===== src/rtl/pwm_trim_ctrl.sv =====
module pwm_trim_ctrl #(
  parameter int NCH     = 4,
  parameter int DW      = 10,
  parameter int PRE_CYC = 16,
  parameter int LSTEP   = 4,
  parameter int LTRIES  = 4
) (
  input  logic                 clk,
  input  logic                 rst_n,
  input  logic                 smp_valid,
  input  logic [1:0]           smp_chan,
  input  logic [DW-1:0]        smp_data,
  input  logic [NCH*DW-1:0]    target_flat,
  input  logic [NCH-1:0]       ch_on,
  input  logic [NCH-1:0]       precharge_mode,
  output logic [NCH-1:0]       conv_en,
  output logic [NCH-1:0]       trim_pwm,
  output logic [NCH*DW-1:0]    duty_flat,
  output logic [NCH-1:0]       learned,
  output logic [NCH-1:0]       learn_fail,
  output logic [NCH-1:0]       out_of_range,
  output logic [NCH-1:0]       in_reg
);
  localparam logic [DW-1:0] DMAX = '1;
  localparam logic [DW-1:0] DMID = DW'(1) << (DW-1);
  localparam int TW  = (LTRIES > 1) ? $clog2(LTRIES) : 1;
  localparam int PCW = $clog2(PRE_CYC + 1);
  localparam int SW  = DW + 2;

  typedef enum logic [2:0] {ST_IDLE, ST_PRE, ST_LBASE, ST_LWAIT, ST_REG, ST_FAIL} st_t;

  st_t             st      [NCH];
  logic [DW-1:0]   duty    [NCH];
  logic [DW-1:0]   win     [NCH][4];
  logic [2:0]      wcnt    [NCH];
  logic [DW-1:0]   refv    [NCH];
  logic [TW-1:0]   tries   [NCH];
  logic [2:0]      rcnt    [NCH];
  logic [PCW-1:0]  pre_cnt [NCH];
  logic [NCH-1:0]  fnew, pol;
  logic [DW-1:0]   pcnt;

  logic [DW-1:0]   avg     [NCH];
  logic [DW-1:0]   tgt     [NCH];
  logic [DW-1:0]   lnext   [NCH];
  logic [NCH-1:0]  raise, lower, near, hit, active;

  always_comb begin
    for (int c = 0; c < NCH; c++) begin
      logic [SW-1:0] sum;
      logic [TW:0]   sh;
      logic [DW:0]   step, sumd;
      sum = {2'b0, win[c][0]} + {2'b0, win[c][1]} + {2'b0, win[c][2]} + {2'b0, win[c][3]};
      avg[c] = sum[SW-1:2];
      tgt[c] = target_flat[c*DW +: DW];
      raise[c] = pol[c] ? (avg[c] < tgt[c]) : (avg[c] > tgt[c]);
      lower[c] = pol[c] ? (avg[c] > tgt[c]) : (avg[c] < tgt[c]);
      near[c]  = ({1'b0, avg[c]} + 1'b1 >= {1'b0, tgt[c]}) && ({1'b0, avg[c]} <= {1'b0, tgt[c]} + 1'b1);
      sh   = (st[c] == ST_LWAIT) ? ({1'b0, tries[c]} + 1'b1) : '0;
      step = (DW+1)'(LSTEP) << sh;
      sumd = {1'b0, duty[c]} + step;
      lnext[c] = (sumd > {1'b0, DMAX}) ? DMAX : sumd[DW-1:0];
      active[c] = (st[c] != ST_IDLE) && (st[c] != ST_PRE);
      hit[c] = smp_valid && (32'(smp_chan) == c) && active[c];
      conv_en[c]      = active[c];
      trim_pwm[c]     = (st[c] == ST_PRE) || (pcnt < duty[c]);
      duty_flat[c*DW +: DW] = duty[c];
      in_reg[c]       = (rcnt[c] == 3'd4);
    end
  end

  always_ff @(posedge clk or negedge rst_n) begin
    if (!rst_n) begin
      pcnt <= '0;
      fnew <= '0; pol <= '0; learned <= '0; learn_fail <= '0; out_of_range <= '0;
      for (int c = 0; c < NCH; c++) begin
        st[c] <= ST_IDLE; duty[c] <= DMID; wcnt[c] <= '0; refv[c] <= '0;
        tries[c] <= '0; rcnt[c] <= '0; pre_cnt[c] <= '0;
        for (int k = 0; k < 4; k++) win[c][k] <= '0;
      end
    end else begin
      pcnt <= pcnt + 1'b1;
      for (int c = 0; c < NCH; c++) begin
        fnew[c] <= 1'b0;
        if (!ch_on[c]) begin
          st[c] <= ST_IDLE; duty[c] <= DMID; wcnt[c] <= '0; tries[c] <= '0;
          rcnt[c] <= '0; pre_cnt[c] <= '0; pol[c] <= 1'b0;
          learned[c] <= 1'b0; learn_fail[c] <= 1'b0; out_of_range[c] <= 1'b0;
          for (int k = 0; k < 4; k++) win[c][k] <= '0;
        end else begin
          if (hit[c]) begin
            win[c][0] <= smp_data;
            for (int k = 1; k < 4; k++) win[c][k] <= win[c][k-1];
            if (wcnt[c] < 3'd4) wcnt[c] <= wcnt[c] + 1'b1;
            fnew[c] <= (wcnt[c] >= 3'd3);
          end
          case (st[c])
            ST_IDLE:
              if (precharge_mode[c]) begin
                st[c] <= ST_PRE; duty[c] <= DMAX; pre_cnt[c] <= '0;
              end else st[c] <= ST_LBASE;
            ST_PRE:
              if (pre_cnt[c] == PCW'(PRE_CYC - 1)) begin
                st[c] <= ST_REG; pol[c] <= 1'b1; learned[c] <= 1'b1;
              end else pre_cnt[c] <= pre_cnt[c] + 1'b1;
            ST_LBASE:
              if (fnew[c]) begin
                refv[c] <= avg[c]; duty[c] <= lnext[c]; st[c] <= ST_LWAIT;
              end
            ST_LWAIT:
              if (fnew[c]) begin
                if (avg[c] != refv[c]) begin
                  pol[c] <= (avg[c] > refv[c]); learned[c] <= 1'b1; st[c] <= ST_REG;
                end else if (tries[c] == TW'(LTRIES - 1)) begin
                  learn_fail[c] <= 1'b1; st[c] <= ST_FAIL;
                end else begin
                  tries[c] <= tries[c] + 1'b1; refv[c] <= avg[c]; duty[c] <= lnext[c];
                end
              end
            ST_REG:
              if (fnew[c]) begin
                if (raise[c]) begin
                  if (duty[c] == DMAX) out_of_range[c] <= 1'b1;
                  else begin duty[c] <= duty[c] + 1'b1; out_of_range[c] <= 1'b0; end
                end else if (lower[c]) begin
                  if (duty[c] == '0) out_of_range[c] <= 1'b1;
                  else begin duty[c] <= duty[c] - 1'b1; out_of_range[c] <= 1'b0; end
                end else out_of_range[c] <= 1'b0;
                if (near[c]) begin
                  if (rcnt[c] != 3'd4) rcnt[c] <= rcnt[c] + 1'b1;
                end else rcnt[c] <= '0;
              end
            default: ;
          endcase
        end
      end
    end
  end

  for (genvar g = 0; g < NCH; g++) begin : g_chk
    assert_off_next_R10: assert property (@(posedge clk) disable iff (!rst_n)
      !ch_on[g] |=> (!conv_en[g] && duty[g] == DMID && !learned[g] && !in_reg[g]));
    assert_single_step_R6: assert property (@(posedge clk) disable iff (!rst_n)
      (st[g] == ST_REG && ch_on[g]) |=> (duty[g] == $past(duty[g]) ||
        duty[g] == $past(duty[g]) + 1'b1 || duty[g] == $past(duty[g]) - 1'b1));
    assert_hold_between_R6: assert property (@(posedge clk) disable iff (!rst_n)
      (st[g] == ST_REG && ch_on[g] && !fnew[g]) |=> $stable(duty[g]));
    assert_precharge_R9: assert property (@(posedge clk) disable iff (!rst_n)
      $rose(conv_en[g]) && learned[g] |-> duty[g] == DMAX);
    assert_settled_R8: assert property (@(posedge clk) disable iff (!rst_n)
      in_reg[g] |-> (learned[g] && conv_en[g]));
    assert_fail_frozen_R5: assert property (@(posedge clk) disable iff (!rst_n)
      (learn_fail[g] && ch_on[g]) |=> (!learned[g] && $stable(duty[g])));
  end
endmodule


===== config.mk =====
export PLATFORM = sky130hd
export DESIGN_NAME = pwm_trim_ctrl
export DESIGN_NICKNAME = d
export VERILOG_FILES = /design/src/rtl/pwm_trim_ctrl.sv
export SDC_FILE = /design/constraint.sdc
export NUM_CORES = 1
export LEC_CHECK = 0
export BUFFER_PORTS_ARGS = -buffer_cell sky130_fd_sc_hd__buf_2
export CAP_MARGIN = 25
export CORE_ASPECT_RATIO = 1.2
export CORE_MARGIN = 8
export CORE_UTILIZATION = 64
export CTS_CLUSTER_DIAMETER = 60
export CTS_CLUSTER_SIZE = 28
export DETAILED_ROUTE_END_ITERATION = 8
export PLACE_DENSITY_LB_ADDON = 0.1
export SLEW_MARGIN = 10
export SYNTH_ARGS = -nofsm -noshare
export SYNTH_HDL_FRONTEND = slang
export SYNTH_SLANG_ARGS = --single-unit

===== constraint.sdc =====
create_clock -name clk -period 7.8 [get_ports clk]
set_clock_uncertainty 0.15 [all_clocks]
set_input_delay 0.39 -clock clk [delete_from_list [all_inputs] [get_ports clk]]
set_output_delay 0.39 -clock clk [all_outputs]
set_load 0.05 [all_outputs]

# ---- Yosys cells after proc, flatten, opt, wreduce, memory -nomap -nowiden
# Cells that the tools add are included.
dict set report word_totals {
  mem_bits_ro 0
  latch_bits 0
  output_inout_bits 64
  word_cells 683
  ff_bits 334
  n_memories 0
  input_bits 63
  ramBits 0
}
dict set report op_classes {
  div_mod_pow 0
  bitwise 0
  add_sub_neg 53
  eq_ne 167
  shifts 4
  n_mux 284
  magnitude_cmp 36
  n_reduce_logical 77
  mul 0
}
# operator count
set ops {}
lappend ops {{two-way mux 10 bit} 64}
lappend ops {{two-way mux 40 bit} 8}
lappend ops {{two-way mux 3 bit} 60}
lappend ops {{one-hot mux 10 bit (4 select lines)} 4}
lappend ops {{!= test 3 bit (second input constant)} 32}
lappend ops {{two-way mux 1 bit} 92}
lappend ops {{adder 10 x 1 -> 11 bit (second input constant)} 8}
lappend ops {{> comparator 10 bit} 8}
lappend ops {{less-than comparator 10 bit} 8}
lappend ops {{one-hot mux 10 bit (2 select lines)} 4}
lappend ops {{two-way mux 5 bit} 12}
lappend ops {{adder 10 x 1 -> 10 bit (second input constant)} 5}
lappend ops {{adder 11 x 10 -> 12 bit} 4}
lappend ops {{adder 12 x 10 -> 12 bit} 4}
lappend ops {{two-way mux 2 bit} 24}
lappend ops {{!= test 2 x 1 -> 1 bit (second input constant)} 24}
lappend ops {{!= test 2 bit (second input constant)} 24}
lappend ops {{!= test 4 bit (second input constant)} 12}
lappend ops {{one-hot mux 3 bit (4 select lines)} 4}
lappend ops {{AND reduction 4 bit} 12}
lappend ops {{adder 10 x 10 -> 11 bit} 4}
lappend ops {{adder 10 x 11 -> 11 bit} 4}
lappend ops {{>= comparator 11 x 10 -> 1 bit} 4}
lappend ops {{> comparator 11 x 10 -> 1 bit (second input constant)} 4}
lappend ops {{other kinds (35)} 192}

# ---- Longest topological paths before layout
# Gate-level depths: netlist of run 1.
dict set report logic_depth {
  depth_word 11
  depth_mapped 29
  mapped_depth_nobuf 28
}

# ---- Least setup slack after synthesis of run 1
# No wires, ideal clock.
dict set report synth_timing {
  path_kind {reg-to-reg}
  start {reg win[132] (netlist bit)}
  end {reg duty (netlist bit duty_flat[9])}
  synth_period_minus_slack_ns 6.934
  n_path_buf 0
  arrival_time_ns 6.701
  t_required_ns 7.567
  path_slack_ns 0.866
  stages_incl_launch_ff 27
  path_cell_list {dfrtp_1 -> inv_1 -> fa_1 -> fa_1 -> inv_1 -> ha_1 -> and4bb_4 -> o31a_1 -> o41ai_4 -> or4b_1 -> o211a_2 -> inv_1 -> ha_1 -> nand4_1 -> or4_1 -> clkinv_1 -> a211oi_1 -> a31oi_1 -> ha_1 -> a21oi_1 -> o211ai_1 -> or4_1 -> o311ai_0 -> o21ai_0 -> xor2_1 -> o311a_1 -> o32a_1}
}
# item line
set synth_rtl {}
lappend synth_rtl {{start, declared} 34} ;# logic [DW-1:0] win [NCH][4];
lappend synth_rtl {{start signal, assigned by index} 92} ;# win[c][0] <= smp_data;
lappend synth_rtl {{end signal, assigned by index} 117} ;# tries[c] <= tries[c] + 1'b1; refv[c] <= avg[c]; duty[c] <= lnext[c];
lappend synth_rtl {{end, declared} 33} ;# logic [DW-1:0] duty [NCH];

==> results.md, run 1 <==
Yosys:
- Yosys printed 0 warnings.
- The number of flip-flops and latches in the synthesized netlist is 334.
- The synthesized design contains 0 enable-type register cells.
- For this run, the register share of the synthesized area comes to between 20% and 30%.
- The leading register cell type out of synthesis is sky130_fd_sc_hd__dfrtp_1.
- Averaged over all synthesized cells, the footprint is 8.32 sq um.
- Sorting the synthesized cells by area gives the leading types as sky130_fd_sc_hd__dfrtp_1, sky130_fd_sc_hd__ha_1, sky130_fd_sc_hd__nand2_1, sky130_fd_sc_hd__fa_1, sky130_fd_sc_hd__a21oi_1.
- The unique cell type count in the Yosys netlist is 97.
- The share of synthesized registers carrying an async set or reset is 100%.
- Synthesis produced a netlist with a net count of 3,890.
- The portion of synthesized cell area occupied by the leading cell type is 29.1%.
- The largest area contributor in the netlist is sky130_fd_sc_hd__dfrtp_1.
- In the synthesized netlist, the number of instances is between 3,000 and 4,000.
- The post-synth design cell area is 28,300 sq um.

Power and ir drop:
- After layout, the design draws a total of 7.30 mW.
- The power share of the clock group is 24.5%.
- Summed over all cells, the static leakage comes to roughly 15 nW.
- Dividing total power by cell area gives a power density of ~240 nW/um^2.
- The net switching power is between 3 and 4 mW.
- Combinational logic is responsible for between 40% and 50% of the overall power.
- The switching share of total power is between 40 and 50%.
- The largest voltage drop on the vdd net is 0.000281 V.
- The design internal power is 4.00 mW.
- Sequential cells account for 30.9% of the total power.

Timing:
- For the pin with the worst max-slew slack, the measured transition is around 0.96 ns.
- The final number of max-transition violations is 0.
- Setup violations remaining at the end of the flow were counted as 0.
- Setup repair after global routing left no endpoint under its margin.
- Measured against its own limit, the worst slew margin works out to 36.3%.
- Derived from the worst setup path, the maximum achievable clock frequency is ~140 MHz.
- The post-route fraction of the period consumed by the critical path is about 93%.
- For the final routed database, the setup TNS stands at 0 ns.
- The final period demand of the worst path is 7.26 ns.
- Across all setup checks in the final design, the least slack found is 0.542 ns.
- The tightest hold path in the finished design has a slack of 0.0338 ns.
- The number of endpoints with negative hold slack in the final report is 0.

Final layout:
- The area growth from synthesis to layout is 9.06%.
- The layout has 3,520 filler cells.
- After the last flow step, the layout net total stands at about 4,000.
- The final design instance area without fill is 30,900 sq um.
- Cells with a size suffix above 1 make up 8.45% of the layout.
- 0 antenna diodes ended up in the layout.

Clocking:
- Once the clock tree was built, the setup fixing pass inserted 0 buffers.
- The total clock sinks is around 330.
- The clock network latency to the later pin of the worst-skew pair is 0.56 ns.
- The clock root buffer is sky130_fd_sc_hd__clkbuf_16.
- Counting the buffers created by CTS gives 35.
- TritonCTS built the clock tree.
- The clock passes through at most 3 buffers.
- The H-tree was split into 2 levels.
- After clock tree synthesis, the clock-pin slew on the worst setup and hold paths is 0.08 ns.

Global route:
- The global routing usage summed across all routing layers is 27.4%.
- After global routing the overflow that remains totals 0.
- The met2 track demand over resource in global routing is 49.0%.
- The first global-routing pass estimated between 100,000 and 150,000 microns of wire.
- The layer carrying the most global-route usage is met2.
- The initial antenna violation count is 0.
- For met1 alone, demand over resource in global routing was 33.3%.
- Entering global routing, the biggest net connects 77 pins.
- The via count of the first global-routing pass is 24,900.
- The routing usage on met3 is 4.07%.

Setup path:
- The worst setup path is launched from a flop.
- Data on the critical path arrives at its endpoint at 7.51 ns.
- The worst setup path is captured at a flop.
- The critical path data required time is just over 8 ns.
- The largest fanout on the critical path is 8.
- The register-to-register setup slack is 0.54 ns.
- The worst setup path is of the flop to flop kind.

Floorplan:
- The horizontal die dimension is 208 microns.
- The floorplan step defined a die boundary enclosing about 51,000 sq um.
- The floorplan row count is 84.
- The floorplan die height is 247 microns.
- The starting density of the core is 64.8%.
- The I/O pin count is between 100 and 150.
- The total area inside the core boundary comes to 43,700 sq um.

Route:
- The final routed wire length divided by cell count is 17.2 microns.
- In the routed layout, each cell is associated on average with a via count of 5.99.
- The violation count after the first detailed-routing iteration is around 1,600.
- In the routed design, unresolved DRC markers number 0.
- The detail route stage leaves a number of antenna-violating nets equal to 0.
- The routed wire length is approximately 71,000 microns.
- The overall via count from detail_route is 24,600.
- The length of the first detailed-routing pass in iterations is 6.

Worst hold path:
- The worst min-delay path category is input port to flop.

Placed design:
- Port buffering added between 100 and 150 buffers.
- In this run the cell area measured after placement is 29,600 sq um.
- The global placer's final weighted congestion is approximately 0.94.
- The HPWL reported at the end of detailed placement is 53,100 microns.
- OpenSTA, run right after detailed placement, puts the worst setup slack at 0.682 ns.

Status:
- The flow ran to the end, and the final reports show no timing, DRC or antenna violations.

Job:
- Across the run, the number of max-cap violations was 0.
[final timing paths]
check | from | cells past startpoint | to
worst max register to register | win[96]$_DFFE_PN0P_ | 26 | duty_flat[16]$_DFFE_PN0P_
max in group asynchronous | rst_n | 3 | rcnt[8]$_DFFE_PN0P_
worst max-delay path | win[96]$_DFFE_PN0P_ | 26 | duty_flat[16]$_DFFE_PN0P_
min in group asynchronous | rst_n | 2 | duty_flat[7]$_DFFE_PN0P_
worst min register to register | out_of_range[0]$_DFFE_PN0P_ | 1 | out_of_range[0]$_DFFE_PN0P_
worst min-delay path | smp_data[3] | 3 | win[113]$_DFFE_PN0P_
[flip-flops by register name, indices dropped and copies added (netlist names)]
register / cells
pcnt: 10
learn_fail: 4
pre_cnt: 20
fnew: 4
pol: 4
rcnt: 12
st: 12
tries: 8
out_of_range: 4
wcnt: 12
duty_flat: 40
win: 160
refv: 40
learned: 4
[critical path, stage by stage, from the launching register on]
cell and delay (ns):
sky130_fd_sc_hd__dfrtp_1 0.40, sky130_fd_sc_hd__inv_1 0.08, sky130_fd_sc_hd__fa_1 0.45, sky130_fd_sc_hd__fa_1 0.53, sky130_fd_sc_hd__inv_1 0.05, sky130_fd_sc_hd__ha_1 0.37, sky130_fd_sc_hd__a21o_1 0.20, sky130_fd_sc_hd__a31oi_1 0.27
sky130_fd_sc_hd__a31oi_1 0.17, sky130_fd_sc_hd__o21ai_0 0.21, sky130_fd_sc_hd__nor2b_1 0.28, sky130_fd_sc_hd__inv_1 0.17, sky130_fd_sc_hd__ha_1 0.35, sky130_fd_sc_hd__nand4_1 0.15, sky130_fd_sc_hd__nor4_1 0.68, sky130_fd_sc_hd__nor2_1 0.07
sky130_fd_sc_hd__mux2_2 0.35, sky130_fd_sc_hd__inv_1 0.26, sky130_fd_sc_hd__ha_1 0.34, sky130_fd_sc_hd__nor2b_1 0.15, sky130_fd_sc_hd__o21ai_0 0.21, sky130_fd_sc_hd__a21boi_0 0.15, sky130_fd_sc_hd__o21ai_0 0.27, sky130_fd_sc_hd__nor2b_1 0.21
sky130_fd_sc_hd__xnor2_1 0.07, sky130_fd_sc_hd__a2111oi_0 0.43, sky130_fd_sc_hd__a211oi_1 0.09
[layer usage]
layer	wire length, microns	part of all wire, %
met1	29400	42
met2	35400	50
met3	3530	5.0
met4	2240	3.2
met5	0	0
[repair_timing]
item	CTS	global route
endpoints found under the hold margin	78	0
gates resized for setup	0	1
hold buffers	6	0
endpoints found under the setup margin	0	1
[cells in the mapped netlist (33+ instances only)]
library cell / number
sky130_fd_sc_hd__nand2b_1: 33
sky130_fd_sc_hd__xnor2_1: 113
sky130_fd_sc_hd__nand3_1: 90
sky130_fd_sc_hd__clkbuf_1: 97
sky130_fd_sc_hd__xor2_1: 41
sky130_fd_sc_hd__a21oi_1: 331
sky130_fd_sc_hd__fa_1: 88
sky130_fd_sc_hd__nand4_1: 44
sky130_fd_sc_hd__a21o_1: 61
sky130_fd_sc_hd__nor2_1: 172
sky130_fd_sc_hd__ha_1: 333
sky130_fd_sc_hd__inv_1: 437
sky130_fd_sc_hd__dfrtp_1: 330
sky130_fd_sc_hd__nand2_1: 498
sky130_fd_sc_hd__nor2b_1: 33
sky130_fd_sc_hd__nor3_1: 77
sky130_fd_sc_hd__o21ai_0: 127
[cell usage in the layout (no fill, tap or decap), types with 26 or more instances in the layout]
master                      netlist  layout
sky130_fd_sc_hd__a211oi_1        29      29
sky130_fd_sc_hd__a21o_1          61      61
sky130_fd_sc_hd__a21oi_1        331     331
sky130_fd_sc_hd__a31oi_1         26      26
sky130_fd_sc_hd__buf_2            6     125
sky130_fd_sc_hd__buf_4            0      42
sky130_fd_sc_hd__clkbuf_16        0      37
sky130_fd_sc_hd__dfrtp_1        330     330
sky130_fd_sc_hd__fa_1            88      88
sky130_fd_sc_hd__ha_1           333     333
sky130_fd_sc_hd__inv_1          437     434
sky130_fd_sc_hd__nand2_1        498     498
sky130_fd_sc_hd__nand2b_1        33      33
sky130_fd_sc_hd__nand3_1         90      90
sky130_fd_sc_hd__nand4_1         44      44
sky130_fd_sc_hd__nor2_1         172     172
sky130_fd_sc_hd__nor2b_1         33      33
sky130_fd_sc_hd__nor3_1          77      75
sky130_fd_sc_hd__nor4_1          31      31
sky130_fd_sc_hd__o211ai_1        32      32
sky130_fd_sc_hd__o21ai_0        127     126
sky130_fd_sc_hd__o21ai_1         29      30
sky130_fd_sc_hd__xnor2_1        113     113
sky130_fd_sc_hd__xor2_1          41      41
[stage by stage]
step	util, %	instances
2_1_floorplan	-	3406
3_3_place_gp	67.7	4024
3_5_place_dp	67.7	4026
4_1_cts	70.6	4095
5_1_grt	70.7	4096
6_report	70.7	4096
[cell type report]
cell class	instances	area, sq um	area share (%)
timing repair buffer	175	1040	3.38
clock inverter	26	298	0.964
inverter	439	1650	5.33
multi-input combinational	2526	17900	58.0
sequential	334	8360	27.1
clock buffer	37	926	3.00
tap	559	699	2.26
[kinds of logic after synthesis]
| logic type | Yosys count | synth area share, % |
|---|---|---|
| simple gates | 1092 | 17.9 |
| compound gates | 820 | 18.1 |
| buf+inv | 546 | 7.26 |
| fa+ha+maj | 421 | 20.9 |
| flops | 334 | 29.5 |
| xor+xnor | 154 | 4.76 |
| mux | 39 | 1.55 |
[power by group through the flow]
stage | sequential (mW) | combinational [mW] | clock, mW
6_report | 2.26 | 3.25 | 1.79
5_1_grt | 2.28 | 3.59 | 1.89
4_1_cts | 2.25 | 3.24 | 1.83
3_5_place_dp | 2.28 | 3.20 | 0
3_3_place_gp | 2.27 | 3.11 | 0
2_1_floorplan | 2.47 | 2.17 | 0
No activity file was read; power rests on OpenSTA's default activity.
==> run 2: changes to the inputs <==
- PLACE_DENSITY: default -> 0.83
- PLACE_DENSITY_LB_ADDON: 0.1 -> default
- clock period: 7.8 -> 6.8 ns (I/O delays scaled with it)
==> results.md, run 2 (synthesis gave the netlist of run 1 again) <==
Timing:
- The post-route fraction of the period consumed by the critical path is 99.4% (+6.4 points).
- The headroom to the max-slew limit is 36.1% (-0.18 points).
- The setup violation total in the final timing report is 0 (unchanged).
- The final number of max-transition violations is 0 (unchanged).
- Setup repair after global routing could not meet its margin everywhere.
- The final period demand of the worst path is 6.76 ns (-0.498 ns).
- The maximum frequency from static timing analysis is 148 MHz (+7.4%).
- The number of endpoints with negative hold slack in the final report is 0 (unchanged).
- The transition time at the pin with the least slew margin was 0.954 ns (-0.00141 ns).

Clocking:
- The number of buffers added by the clock tree synthesis step is 29 (-17%).
- The number of buffers between clock root and the deepest sink came to 3 (unchanged).
- The clock network latency to the later pin of the worst-skew pair is 0.60 ns (+0.04 ns).
- The total clock sinks is 334 (unchanged).
- The clock root buffer is sky130_fd_sc_hd__clkbuf_16.
- The clock slew seen by the registers of the worst setup and hold paths was 0.08 ns (about the same).
- The clock tree from TritonCTS is built.
- The number of H-tree branching levels is 1 (-1).

Power and ir drop:
- The largest voltage drop on the vdd net is 0.000351 V (+25%).
- The leakage power of the design is 14.7 nW (+1.2%).
- The total power consumption of the routed design is 8.42 mW (+15%).
- The power density over cell area was 268 nW/um^2 (+14%).

Final layout:
- The sequential standard cell area is 8360 sq um (unchanged).
- The number of inserted filler cells in the final layout is 3,305 (-6.1%).
- The library cells used most frequently in the layout, excluding fill and tap cells, are sky130_fd_sc_hd__nand2_1, sky130_fd_sc_hd__inv_1, sky130_fd_sc_hd__dfrtp_1.
- The final design instance area without fill is 31,400 sq um (+1.6%).
- The fraction of layout cells with a size suffix above 1 was 10.5% (+2.1 points).
- The flip-flop count of the largest register after layout is 160 (unchanged).
- The number of antenna cells inserted came to 0 (unchanged).
- The library cell used most frequently in the layout, excluding fill and tap cells, is sky130_fd_sc_hd__nand2_1.
- The area used by multi-input combinational logic is 18,200 sq um (+1.6%).
- The post-layout net count came to 4,034 (+0.98%).
- Ranked by flip-flop count, first place goes to win.
- Relative to the synthesized area, the layout overhead comes to 10.8%.

Floorplan:
- The I/O pin count is 127 (unchanged).
- The floorplan die height is 247 microns (unchanged).
- The core area is 43,700 sq um (unchanged).
- The area of the die came to 51,300 sq um (unchanged).
- The floorplan row count was 84 (unchanged).
- The starting density of the core is 64.8% (unchanged).
- The horizontal die dimension is 208 microns (unchanged).

Setup path:
- The startpoint type of the worst setup path is a flop.
- The signal arrival time at the worst endpoint came to 7.13 ns (-0.38 ns).
- The capturing element type of the critical path is a flop.
- The largest stage delay on the critical path came to 0.58 ns (-0.10 ns).
- Broken down by cell family, the worst path's largest delay share belongs to compound AO/OA/AOI/OAI gates.
- The largest fanout on the critical path is 3 (-5).
- The buffers plus inverters on the worst setup path came to 4 (unchanged).
- The worst setup path is of the flop to flop kind.
- The worst-path cell with the longest stage delay is sky130_fd_sc_hd__or4_4.
- In this run the critical register-to-register path is launched from win[132]$_DFFE_PN0P_.
- The critical path data required time is 7.17 ns (-0.88 ns).
- The first element of the critical path is win[132]$_DFFE_PN0P_.

Route:
- The via-per-instance ratio is 6.10 (+1.8%).
- The count of antenna-violating nets left after detailed routing is 0 (unchanged).
- The overall via count from detail_route is 25,200 (+2.7%).
- The length of the first detailed-routing pass in iterations is 6 (unchanged).
- The routed wire length was 73,100 microns (+3.5%).
- The DRC violations left is 0 (unchanged).
- The violation count after the first detailed-routing iteration is 1,498 (-5.1%).
- The final routed wire length divided by cell count is 17.7 microns (+2.7%).

Global route:
- The pin count of the biggest net entering global routing is 107 (+39%).
- The global routing usage summed across all routing layers is 27.8% (+0.46 points).
- The final global-route overflow total is 0 (unchanged).
- The initial antenna violation count is 0 (unchanged).
- The wire length of the first global-routing pass is 121,000 microns (+2.0%).
- The via count of the first global-routing pass is 25,500 (+2.2%).

Status:
- The run finished with clean final reports.

Worst hold path:
- The startpoint of the most critical hold path is precharge_mode[0].
- The tightest min-delay check is of the input port to flop type.

Placed design:
- The placement-stage cell area is 29,700 sq um (+0.48%).
- The global placer's final weighted congestion was 0.959 (+2.0%).
- The quantity of I/O buffers inserted on ports is 126 (unchanged).
- The HPWL reported at the end of detailed placement came to 54,400 microns (+2.4%).

Job:
- The count of maximum capacitance violations came to 0 (unchanged).
## run 2: changes by cell type in the layout (fill, tap and decap cells not counted), sizes merged
cell,change
buf,+35
bufinv,+1
clkbuf,-5
clkinv,-5
dlygate4sd3,+10
inv,-1
## run 2: per-layer routing
| layer | up-vias | GRT usage, % | share of wire [%] |
|---|---|---|---|
| met4 | 0 | 11.6 | 3.9 |
| met1 | 12200 | 33.2 | 40 |
| met2 | 769 | 50.5 | 51 |
| met3 | 214 | 3.27 | 5.4 |
| met5 | - | 0 | 0 |
| li1 | 12000 | - | - |
## run 2: timing repair
action | CTS | global route
gates resized for setup | 5 | 63
hold buffers | 16 | 0
endpoints found under the setup margin | 3 | 17
pin swaps | 2 | 27
endpoints found under the hold margin | 155 | 0
setup buffers | 3 | 14
## run 2: path summary, 6_finish.rpt
kind                       slack (ns)  depth (start not counted)                       end
hold reg to reg                  0.34                          2      refv[34]$_DFFE_PN0P_
setup / recovery                 0.04                         26  duty_flat[9]$_DFFE_PN1P_
min in group asynchronous        0.26                          2       rcnt[9]$_DFFE_PN0P_
max in group asynchronous        4.82                          3   pre_cnt[17]$_DFFE_PN0P_
hold / removal                   0.04                          3         st[9]$_DFFE_PN0P_
setup reg to reg                 0.04                         26  duty_flat[9]$_DFFE_PN1P_
## run 2: layout make-up
type | instances | area share (%)
Timing Repair Buffer | 220 | 4.48
Clock buffer | 32 | 2.41
Multi-Input combinational cell | 2526 | 58.0
Inverter | 439 | 5.26
Sequential cell | 334 | 26.6
Tap cell | 559 | 2.23
Clock inverter | 21 | 0.933
## run 2: worst register-to-register path, cell delays in order, from the launching register on
cell and delay [ns]:
sky130_fd_sc_hd__dfrtp_1 0.41, sky130_fd_sc_hd__inv_1 0.08, sky130_fd_sc_hd__fa_1 0.43, sky130_fd_sc_hd__fa_1 0.57
sky130_fd_sc_hd__inv_1 0.05, sky130_fd_sc_hd__ha_1 0.27, sky130_fd_sc_hd__and4bb_4 0.20, sky130_fd_sc_hd__o31a_1 0.32
sky130_fd_sc_hd__o41ai_4 0.32, sky130_fd_sc_hd__or4b_4 0.51, sky130_fd_sc_hd__o211a_4 0.17, sky130_fd_sc_hd__inv_4 0.06
sky130_fd_sc_hd__ha_4 0.12, sky130_fd_sc_hd__nand4_1 0.14, sky130_fd_sc_hd__or4_4 0.47, sky130_fd_sc_hd__inv_2 0.08
sky130_fd_sc_hd__a211oi_2 0.05, sky130_fd_sc_hd__a31oi_2 0.22, sky130_fd_sc_hd__ha_1 0.28, sky130_fd_sc_hd__a21oi_2 0.17
sky130_fd_sc_hd__o211ai_1 0.15, sky130_fd_sc_hd__or4_4 0.58, sky130_fd_sc_hd__o311ai_4 0.09, sky130_fd_sc_hd__o21ai_1 0.13
sky130_fd_sc_hd__xor2_1 0.17, sky130_fd_sc_hd__o311a_1 0.31, sky130_fd_sc_hd__o32a_1 0.18
## run 2: through the flow
step                std cells  setup TNS (ns)  setup WS, ns  hold slack (ns)  utilization [%]
floorplan                3406               0        0.0705           -0.106                -
global route             4131          -0.440        -0.200           0.0551             71.8
global placement         4042               0        0.0467            0.309             68.0
finish                   4131               0        0.0396           0.0410             71.8
detailed placement       4044          -0.157        -0.145            0.321             68.0
CTS                      4116               0        0.0301           0.0174             70.8
## run 2: where the power goes
| group | internal (mW) | total (mW) | leakage (nW) | switching, mW |
|---|---|---|---|---|
| clock | 0.910 | 1.83 | 0.494 | 0.922 |
| sequential | 2.17 | 2.61 | 4.51 | 0.447 |
| combinational | 1.49 | 3.98 | 9.74 | 2.49 |
| total | 4.57 | 8.42 | 14.7 | 3.86 |
